===== config.mk =====
export PLATFORM = sky130hd
export DESIGN_NAME = rgb_raster_timer
export DESIGN_NICKNAME = d
export VERILOG_FILES = /design/src/rtl/rrt_pkg.sv /design/src/rtl/rrt_ctrl.sv /design/src/rtl/rrt_counter.sv /design/src/rtl/rrt_decode.sv /design/src/rtl/rrt_bufswap.sv /design/src/rtl/rgb_raster_timer.sv
export SDC_FILE = /design/constraint.sdc
export NUM_CORES = 1
export LEC_CHECK = 0
export ABC_AREA = 1
export BUFFER_PORTS_ARGS = -buffer_cell sky130_fd_sc_hd__buf_2
export CAP_MARGIN = 20
export CORE_ASPECT_RATIO = 0.5
export CORE_UTILIZATION = 57
export DETAILED_ROUTE_END_ITERATION = 16
export HOLD_SLACK_MARGIN = 0.06
export MAX_ROUTING_LAYER = met4
export PLACE_DENSITY = 0.81
export SYNTH_ARGS = -nofsm -noshare
export SYNTH_HDL_FRONTEND = slang
export SYNTH_SLANG_ARGS = --single-unit

===== constraint.sdc =====
create_clock -name clk -period 3.7 [get_ports clk]
set_clock_uncertainty 0.05 [all_clocks]
set_input_delay 0.185 -clock clk [delete_from_list [all_inputs] [get_ports clk]]
set_output_delay 0.185 -clock clk [all_outputs]
set_load 0.005 [all_outputs]

===== src/rtl/rrt_pkg.sv =====
package rrt_pkg;
  localparam int HCW    = 18;  // pixel counter / horizontal period width
  localparam int VCW    = 16;  // line counter / vertical period width
  localparam int HWAITW = 12;  // horizontal wait count width
  localparam int HSWW   = 14;  // widest horizontal sync width field

  typedef struct packed {
    logic [HCW-1:0]    htot;
    logic [HSWW-1:0]   hsw;
    logic [HWAITW-1:0] hwait;
    logic [HCW-1:0]    hvalid;
    logic [VCW-1:0]    vtot;
    logic [VCW-1:0]    vsw;
    logic [VCW-1:0]    vwait;
    logic [VCW-1:0]    vactive;
    logic              hs_hi;
    logic              vs_hi;
    logic              de_hi;
    logic              fall;
  } timing_t;
endpackage


===== src/rtl/rrt_ctrl.sv =====
module rrt_ctrl
  import rrt_pkg::*;
#(
  parameter bit NARROW_HSW = 1'b0
) (
  input  logic                 clk,
  input  logic                 rst_n,
  input  logic                 run_req,
  input  logic                 eof,
  input  logic [31:0]          hline_word,
  input  logic [VCW-1:0]       vtotal,
  input  logic [VCW-1:0]       vsync_w,
  input  logic [HWAITW+15:0]   wait_word,
  input  logic [HCW-1:0]       hvalid,
  input  logic [VCW-1:0]       vactive,
  input  logic [3:0]           pol_sel,
  output logic                 running,
  output timing_t              cfg
);
  logic [HSWW-1:0] hsw_field;
  timing_t         cfg_in;

  generate
    if (NARROW_HSW) begin : g_narrow
      assign hsw_field = {{(HSWW-8){1'b0}}, hline_word[31:24]};
    end else begin : g_wide
      assign hsw_field = hline_word[31:32-HSWW];
    end
  endgenerate

  always_comb begin
    cfg_in.htot    = hline_word[HCW-1:0];
    cfg_in.hsw     = hsw_field;
    cfg_in.hwait   = wait_word[HWAITW+15:16];
    cfg_in.hvalid  = hvalid;
    cfg_in.vtot    = vtotal;
    cfg_in.vsw     = vsync_w;
    cfg_in.vwait   = wait_word[15:0];
    cfg_in.vactive = vactive;
    cfg_in.hs_hi   = pol_sel[0];
    cfg_in.vs_hi   = pol_sel[1];
    cfg_in.de_hi   = pol_sel[2];
    cfg_in.fall    = pol_sel[3];
  end

  always_ff @(posedge clk or negedge rst_n) begin
    if (!rst_n) begin
      running <= 1'b0;
      cfg     <= '0;
    end else if (!running && run_req) begin
      running <= 1'b1;
      cfg     <= cfg_in;
    end else if (running && eof && !run_req) begin
      running <= 1'b0;
    end
  end
endmodule


===== src/rtl/rrt_counter.sv =====
module rrt_counter
  import rrt_pkg::*;
(
  input  logic           clk,
  input  logic           rst_n,
  input  logic           running,
  input  logic [HCW-1:0] htot,
  input  logic [VCW-1:0] vtot,
  output logic [HCW-1:0] hcnt,
  output logic [VCW-1:0] vcnt,
  output logic           eof
);
  logic h_last, v_last;

  assign h_last = (hcnt == htot - HCW'(1));
  assign v_last = (vcnt == vtot - VCW'(1));
  assign eof    = running && h_last && v_last;

  always_ff @(posedge clk or negedge rst_n) begin
    if (!rst_n) begin
      hcnt <= '0;
      vcnt <= '0;
    end else if (!running) begin
      hcnt <= '0;
      vcnt <= '0;
    end else if (h_last) begin
      hcnt <= '0;
      vcnt <= v_last ? '0 : vcnt + VCW'(1);
    end else begin
      hcnt <= hcnt + HCW'(1);
    end
  end
endmodule


===== src/rtl/rrt_decode.sv =====
module rrt_decode
  import rrt_pkg::*;
(
  input  logic              running,
  input  logic              sync_on,
  input  logic [HCW-1:0]    hcnt,
  input  logic [VCW-1:0]    vcnt,
  input  logic [HSWW-1:0]   hsw,
  input  logic [HWAITW-1:0] hwait,
  input  logic [HCW-1:0]    hvalid,
  input  logic [VCW-1:0]    vsw,
  input  logic [VCW-1:0]    vwait,
  input  logic [VCW-1:0]    vactive,
  input  logic              hs_hi,
  input  logic              vs_hi,
  input  logic              de_hi,
  output logic              hsync,
  output logic              vsync,
  output logic              de,
  output logic              frame_start
);
  logic [HCW-1:0] hwait_x;
  logic [HCW:0]   h_end;
  logic [VCW:0]   v_end;
  logic           h_sync_zone, v_sync_zone, h_win, v_win;

  assign hwait_x     = {{(HCW-HWAITW){1'b0}}, hwait};
  assign h_end       = {1'b0, hwait_x} + {1'b0, hvalid};
  assign v_end       = {1'b0, vwait} + {1'b0, vactive};
  assign h_sync_zone = hcnt < {{(HCW-HSWW){1'b0}}, hsw};
  assign v_sync_zone = vcnt < vsw;
  assign h_win       = (hcnt >= hwait_x) && ({1'b0, hcnt} < h_end);
  assign v_win       = (vcnt >= vwait) && ({1'b0, vcnt} < v_end);

  assign hsync       = (running && sync_on && h_sync_zone) ? hs_hi : ~hs_hi;
  assign vsync       = (running && sync_on && v_sync_zone) ? vs_hi : ~vs_hi;
  assign de          = (running && h_win && v_win) ? de_hi : ~de_hi;
  assign frame_start = running && (hcnt == '0) && (vcnt == '0);
endmodule


===== src/rtl/rrt_bufswap.sv =====
module rrt_bufswap #(
  parameter int AW = 32
) (
  input  logic          clk,
  input  logic          rst_n,
  input  logic [AW-1:0] next_base,
  input  logic          next_base_we,
  input  logic          frame_start,
  output logic [AW-1:0] cur_base
);
  logic [AW-1:0] pending_q;

  always_ff @(posedge clk or negedge rst_n) begin
    if (!rst_n) begin
      pending_q <= '0;
      cur_base  <= '0;
    end else begin
      if (next_base_we) pending_q <= next_base;
      if (frame_start)  cur_base  <= pending_q;
    end
  end
endmodule


===== src/rtl/rgb_raster_timer.sv =====
module rgb_raster_timer
  import rrt_pkg::*;
#(
  parameter int AW         = 32,
  parameter bit NARROW_HSW = 1'b0
) (
  input  logic                 clk,
  input  logic                 rst_n,
  input  logic                 run_req,
  input  logic                 sync_on,
  input  logic [31:0]          hline_word,
  input  logic [15:0]          vtotal,
  input  logic [15:0]          vsync_w,
  input  logic [27:0]          wait_word,
  input  logic [17:0]          hvalid,
  input  logic [15:0]          vactive,
  input  logic [3:0]           pol_sel,
  input  logic [AW-1:0]        next_base,
  input  logic                 next_base_we,
  output logic                 hsync,
  output logic                 vsync,
  output logic                 de,
  output logic                 dclk_fall,
  output logic [17:0]          pix_x,
  output logic [15:0]          line_y,
  output logic                 frame_start,
  output logic [AW-1:0]        cur_base,
  output logic                 running
);
  timing_t cfg_q;
  logic    eof;

  rrt_ctrl #(.NARROW_HSW(NARROW_HSW)) u_ctrl (
    .clk(clk), .rst_n(rst_n), .run_req(run_req), .eof(eof),
    .hline_word(hline_word), .vtotal(vtotal), .vsync_w(vsync_w),
    .wait_word(wait_word), .hvalid(hvalid), .vactive(vactive),
    .pol_sel(pol_sel), .running(running), .cfg(cfg_q)
  );

  rrt_counter u_cnt (
    .clk(clk), .rst_n(rst_n), .running(running),
    .htot(cfg_q.htot), .vtot(cfg_q.vtot),
    .hcnt(pix_x), .vcnt(line_y), .eof(eof)
  );

  rrt_decode u_dec (
    .running(running), .sync_on(sync_on), .hcnt(pix_x), .vcnt(line_y),
    .hsw(cfg_q.hsw), .hwait(cfg_q.hwait), .hvalid(cfg_q.hvalid),
    .vsw(cfg_q.vsw), .vwait(cfg_q.vwait), .vactive(cfg_q.vactive),
    .hs_hi(cfg_q.hs_hi), .vs_hi(cfg_q.vs_hi), .de_hi(cfg_q.de_hi),
    .hsync(hsync), .vsync(vsync), .de(de), .frame_start(frame_start)
  );

  rrt_bufswap #(.AW(AW)) u_buf (
    .clk(clk), .rst_n(rst_n), .next_base(next_base),
    .next_base_we(next_base_we), .frame_start(frame_start),
    .cur_base(cur_base)
  );

  assign dclk_fall = cfg_q.fall;
endmodule


## Word-level counts from Yosys, hierarchy flattened

Index checks and enable logic that the tools add are counted.

- Flip-flop bits (word level): 229
- Output and inout bits: 72
- Bits of input ports: 167

- Reductions and logical operators: 19
- Order comparisons: 6
- Bitwise operators: 3
- Equal/unequal tests: 3
- Multiplexer cells: 10
- Add/subtract/negate cells: 6

Operator list:

| kind | count |
|---|---|
| 16-bit two-way mux | 3 |
| 18-bit two-way mux | 2 |
| 12-bit by 18-bit adder with 19-bit output | 1 |
| 18-bit by 19-bit less-than comparator with 1-bit output | 1 |
| 18-bit by 1-bit adder with 18-bit output, second input constant | 1 |
| 18-bit == test | 1 |
| 18-bit by 12-bit >= comparator with 1-bit output | 1 |
| 18-bit logical NOT | 1 |
| 18-bit by 14-bit less-than comparator with 1-bit output | 1 |
| 18-bit by 1-bit subtractor with 18-bit output, second input constant | 1 |
| 16-bit by 16-bit adder with 17-bit output | 1 |
| 16-bit by 17-bit less-than comparator with 1-bit output | 1 |
| 16-bit by 1-bit adder with 16-bit output, second input constant | 1 |
| 16-bit == test | 1 |
| 16-bit >= comparator | 1 |
| 16-bit logical NOT | 1 |
| 16-bit less-than comparator | 1 |
| 16-bit by 1-bit subtractor with 16-bit output, second input constant | 1 |
| 1-bit logical AND | 14 |
| 1-bit two-way mux | 5 |
| 1-bit NOT | 3 |
| 1-bit logical NOT | 2 |
| 2-bit by 1-bit != test with 1-bit output, second input constant | 1 |
| 2-bit nonzero test | 1 |

## Depth between registers and ports, before layout

- Word-level depth: 8
- Gate-level depth with buffers: 27
- Mapped depth without buffers: 27

## Hierarchy

Synthesis repeated with hierarchy kept, for this count alone.

- Cells, all modules: 1,941
- Area total of the unflattened synthesis: 14,804.2 µm²

By module, submodules not included:

| module | area each (µm²) | cells each | times used |
|---|---|---|---|
| rrt_ctrl | 5,206.2 | 567 | 1 |
| rrt_decode | 3,641.0 | 558 | 1 |
| rrt_counter | 3,392.0 | 544 | 1 |
| rrt_bufswap | 2,565.0 | 272 | 1 |

## Worst setup path after synthesis

OpenSTA, ideal clock, no wires.

- Kind: register to output
- From: register u_ctrl.cfg[86] (netlist name)
- To: output de
- Arrival: 2.808 ns
- Slack: 0.657 ns
- Cell stages (with the launch flop): 24
- Path through: dfrtp_1 > ha_1 > fa_1 > nand3_1 > nor2_1 > nor2_1 > inv_1 > a21o_1 > nand3_1 > nand2_1 > xor2_1 > ha_1 > a21oi_1 > nor3_1 > nor3_1 > nand2_1 > nand2_1 > nand2_1 > nand2_1 > nand2_1 > nand2_1 > nand3_1 > nand2_1 > nand2_1

- Word-level cells in the longest chain between the ends: 6
- Elaborated cells between the ends (all ways): 7
- Classes of those cells: 1 x add/sub; 2 x order compare; 1 x mux; 3 x reduce/logical

Ends and longest elaborated chain:

| item | line | text |
|---|---|---|
| start: declaration | rrt_ctrl.sv:18 | `output timing_t cfg` |
| start signal: assignment | rrt_ctrl.sv:52 | `cfg <= cfg_in;` |
| 12-bit by 18-bit adder with 19-bit output | rrt_decode.sv:28 | `assign h_end = {1'b0, hwait_x} + {1'b0, hvalid};` |
| 18-bit by 19-bit less-than comparator with 1-bit output | rrt_decode.sv:32 | `assign h_win = (hcnt >= hwait_x) && ({1'b0, hcnt} < h_end);` |
| 1-bit logical AND * | rrt_decode.sv:32 |  |
| 1-bit logical AND * (2 in series) | rrt_decode.sv:37 | `assign de = (running && h_win && v_win) ? de_hi : ~de_hi;` |
| 1-bit two-way mux * | rrt_decode.sv:37 |  |
| end: declaration | rgb_raster_timer.sv:22 | `output logic de,` |

Mark *: on every way between the ends. The rest lies on a longest branch, timed or not.

## Final worst setup path

- From: register u_ctrl.cfg[68] (netlist name)
- To: output de

- Word-level cells in the longest chain between the ends: 6

Ends and longest elaborated chain:

| item | line |
|---|---|
| 12-bit by 18-bit adder with 19-bit output | rrt_decode.sv:28 |
| 18-bit by 19-bit less-than comparator with 1-bit output | rrt_decode.sv:32 |
| 1-bit logical AND | rrt_decode.sv:32 |
| 1-bit logical AND (2 in series) | rrt_decode.sv:37 |
| 1-bit two-way mux | rrt_decode.sv:37 |

Every way passes these cells.

==> impl_metrics.py <==
metrics = {
    "final_layout": {
        "mostFrequentLayoutCells": "nand2_1, buf_2, dfrtp_1",
        "layout_commonest_cell": "nand2_1",
        "nets": 2355,
        "utilization": 0.7496,
        "syn2layout_area_growth_pct": 29.16,
        "layout-drive-gt1-share": 0.1889,
    },
    "logic_synthesis": {
        "synth_area_leaders": "dfrtp_1, ha_1, nand2_1",
        "syn-num-nets": 1960,
        "ys_warn_count": 0,
        "synth.top_cell.area_share": 0.4110,
        "synth_area_um2": 13940,
        "synth_cell_types": 48,
        "syn_inst": 1669,
        "synth.yosys.seq_area_share": 0.4110,
        "ys_ff_latch": 229,
        "yosysTopAreaCell": "dfrtp_1",
        "syn_area_per_cell_um2": 8.354,
    },
    "clocking": {
        "insertion_delay_ps": 530,
        "clkSinkCount": 229,
        "cts_tree": "done",
        "htreeDepth": 1,
        "cts_buffer_depth": 3,
        "cts.clk_slew.worst_paths_ps": 70,
        "numCtsBuffers": 22,
        "cts-root-buf": "clkbuf_16",
    },
    "global_route": {
        "grt_util_all_layers": 0.3184,
        "antenna_found_initial": 3,
        "grt_pass1_vias": 12930,
        "grt_pass1_wl_um": 62430,
        "grt_max_degree": 113,
        "grt_remaining_overflow": 0,
    },
    "floorplan": {
        "dieArea_um2": 25130,
        "core_area_um2": 24020,
        "initial_utilization": 0.5804,
        "fp.dieH_um": 112.6,
        "io_pins": 239,
        "fp.dieW_um": 223.2,
        "row_count": 40,
    },
    "flow_run": {
        "timing.max_cap.violations": 0,
    },
    "pwr": {
        "p_per_area_nw_per_um2": 297.2,
        "p_total_mw": 5.352,
        "p_leak_nw": 10.11,
        "ir_worst_vdd_v": 0.0004397,
    },
    "routing": {
        "drtPass1Iterations": 7,
        "drc": 0,
        "first_iter_violations": 970,
        "wl_per_cell_um": 16.12,
        "routed_wl_um": 38650,
        "routed_via_density": 5.372,
        "vias": 12880,
        "detail-route-antenna-nets": 0,
    },
    "timing": {
        "final_hold_viol_count": 0,
        "rsz0062_at_grt": "true",
        "finalMaxSlewViolations": 0,
        "max_freq_mhz": 256.7,
        "setup_slack_ps": -195.8,
        "layout_min_cycle_time_ps": 3896,
        "fin_crit_sh": 1.053,
        "finalSetupViolCount": 1,
        "holdWs_ps": 233.0,
        "slew_headroom": 0.3802,
        "tightest_slew_ps": 929.7,
    },
    "critical_path": {
        "cp_max_fo": 2,
        "cp.required_ps": 3460,
        "critical_path_arrival_ps": 3660,
        "rr_startpoint": "u_ctrl.cfg[112]",
        "crit_start": "u_ctrl.cfg[68]",
        "worst_setup_path_start_kind": "register",
        "cp-end-kind": "output pin",
        "worstSetupPathType": "register to output pin",
    },
    "run_status": {
        "status": "complete, but fails checks",
        "violations": "negative setup slack",
    },
    "place": {
        "place_hpwl_um": 24760,
        "routabilityCongestion": 0.9245,
        "io_buffers": 238,
        "place_ws_ps": 128.9,
    },
    "hold_path": {
        "min_path_type": "input pin to async pin",
    },
}
==> kinds of logic after synthesis <==
group | Yosys count | share of synthesized area
fa+ha+maj | 124 | 0.1124
simple gates | 650 | 0.2017
flops | 229 | 0.4110
buf+inv | 264 | 0.07422
xor+xnor | 99 | 0.06219
compound gates | 247 | 0.09333
mux | 56 | 0.04523
==> layer usage <==
metal,GRT usage,up-vias,share of wire
met5,-,-,0
met3,0.05576,128,0.055
li1,-,6247,-
met4,0.1283,0,0.038
met2,0.5450,416,0.49
met1,0.3749,6092,0.42
==> timing repair <==
item | in CTS | in global routing
hold endpoints to repair | 272 | 0
hold buffers | 164 | 0
gates resized for setup | 15 | 7
pin swaps | 5 | 6
setup endpoints to repair | 1 | 1
buffers inserted | 5 | 4
==> path summary, 6_finish.rpt <==
| kind | cells past startpoint | endpoint | slack [ps] |
|---|---|---|---|
| max in group asynchronous | 3 | u_buf.pending_q[28] | 2460 |
| max | 24 | de | -200 |
| min in group clk | 3 | u_buf.pending_q[31] | 260 |
| min | 2 | u_ctrl.cfg[24] | 230 |
| min reg2reg | 2 | u_buf.cur_base[23] | 430 |
| max reg2reg | 13 | u_cnt.vcnt[3] | 1100 |
==> critical path, stage by stage (launching register included) <==
cell     delay [ps]
dfrtp_1         420
ha_4            180
fa_2            370
nand3_2          90
nor2_1           40
nor2_1          150
inv_1            90
a21o_1          180
nand3_1          80
nand2_1          80
xor2_1          150
ha_1            300
a21oi_2         120
nor3_1           50
nor3_1          120
nand2_1          70
nand2_1          50
nand2_1          40
nand2_1          50
nand2_1          50
nand2_2         100
nand3_1          80
nand2_1          60
nand2_1          70
buf_2           130
==> through the flow <==
stage,TNS [ps],cell area (um2),cells
after global routing,-506.8,18010,2398
after detailed placement,0,15460,2182
final,-195.8,18010,2398
after CTS,-147.0,17940,2391
after floorplan,0,13940,1669
after global placement,0,15460,2182
==> synth_stat cells (all sizes together) <==
| master | instances |
|---|---|
| a31oi | 2 |
| and3 | 2 |
| a21o | 3 |
| or2 | 4 |
| xnor2 | 31 |
| clkbuf | 24 |
| o211ai | 3 |
| inv | 211 |
| nand4 | 39 |
| nor2b | 1 |
| a221oi | 1 |
| fa | 2 |
| o21bai | 3 |
| a211oi | 3 |
| o21a | 2 |
| nor3 | 28 |
| a31o | 1 |
| mux2 | 56 |
| ha | 122 |
| nand2 | 299 |
| o31ai | 3 |
| nand3b | 6 |
| buf | 28 |
| and2 | 1 |
| o21ai | 86 |
| dfrtp | 229 |
| nor4 | 6 |
| xor2 | 68 |
| nor2 | 184 |
| clkinv | 1 |
| a21oi | 137 |
| o2111ai | 1 |
| a21boi | 2 |
| nand3 | 80 |
==> state kept, by name, indices dropped and copies added, names as in the netlist <==
signal / flops
u_ctrl.running: 1
u_cnt.vcnt: 16
u_buf.cur_base: 32
u_cnt.hcnt: 18
u_ctrl.cfg: 130
u_buf.pending_q: 32
==> final cells by class <==
class / instances / area [um2]
diodes: 3 / 7.507
clock buffers: 30 / 630.6
clock inverters: 10 / 118.9
fillers: 1674 / 6016
inverters: 212 / 797.0
multi-input cells: 1176 / 7266
flip-flops and latches: 229 / 5731
well taps: 315 / 394.1
repair buffers: 423 / 3063
==> where the power goes <==
group | internal (mW) | total [mW] | switching, mW
sequential | 2.56 | 2.58 | 0.0234
clock | 1.34 | 2.38 | 1.03
combinational | 0.220 | 0.395 | 0.175
total | 4.12 | 5.35 | 1.23
Note: power is estimated with default switching activity, not from simulation.
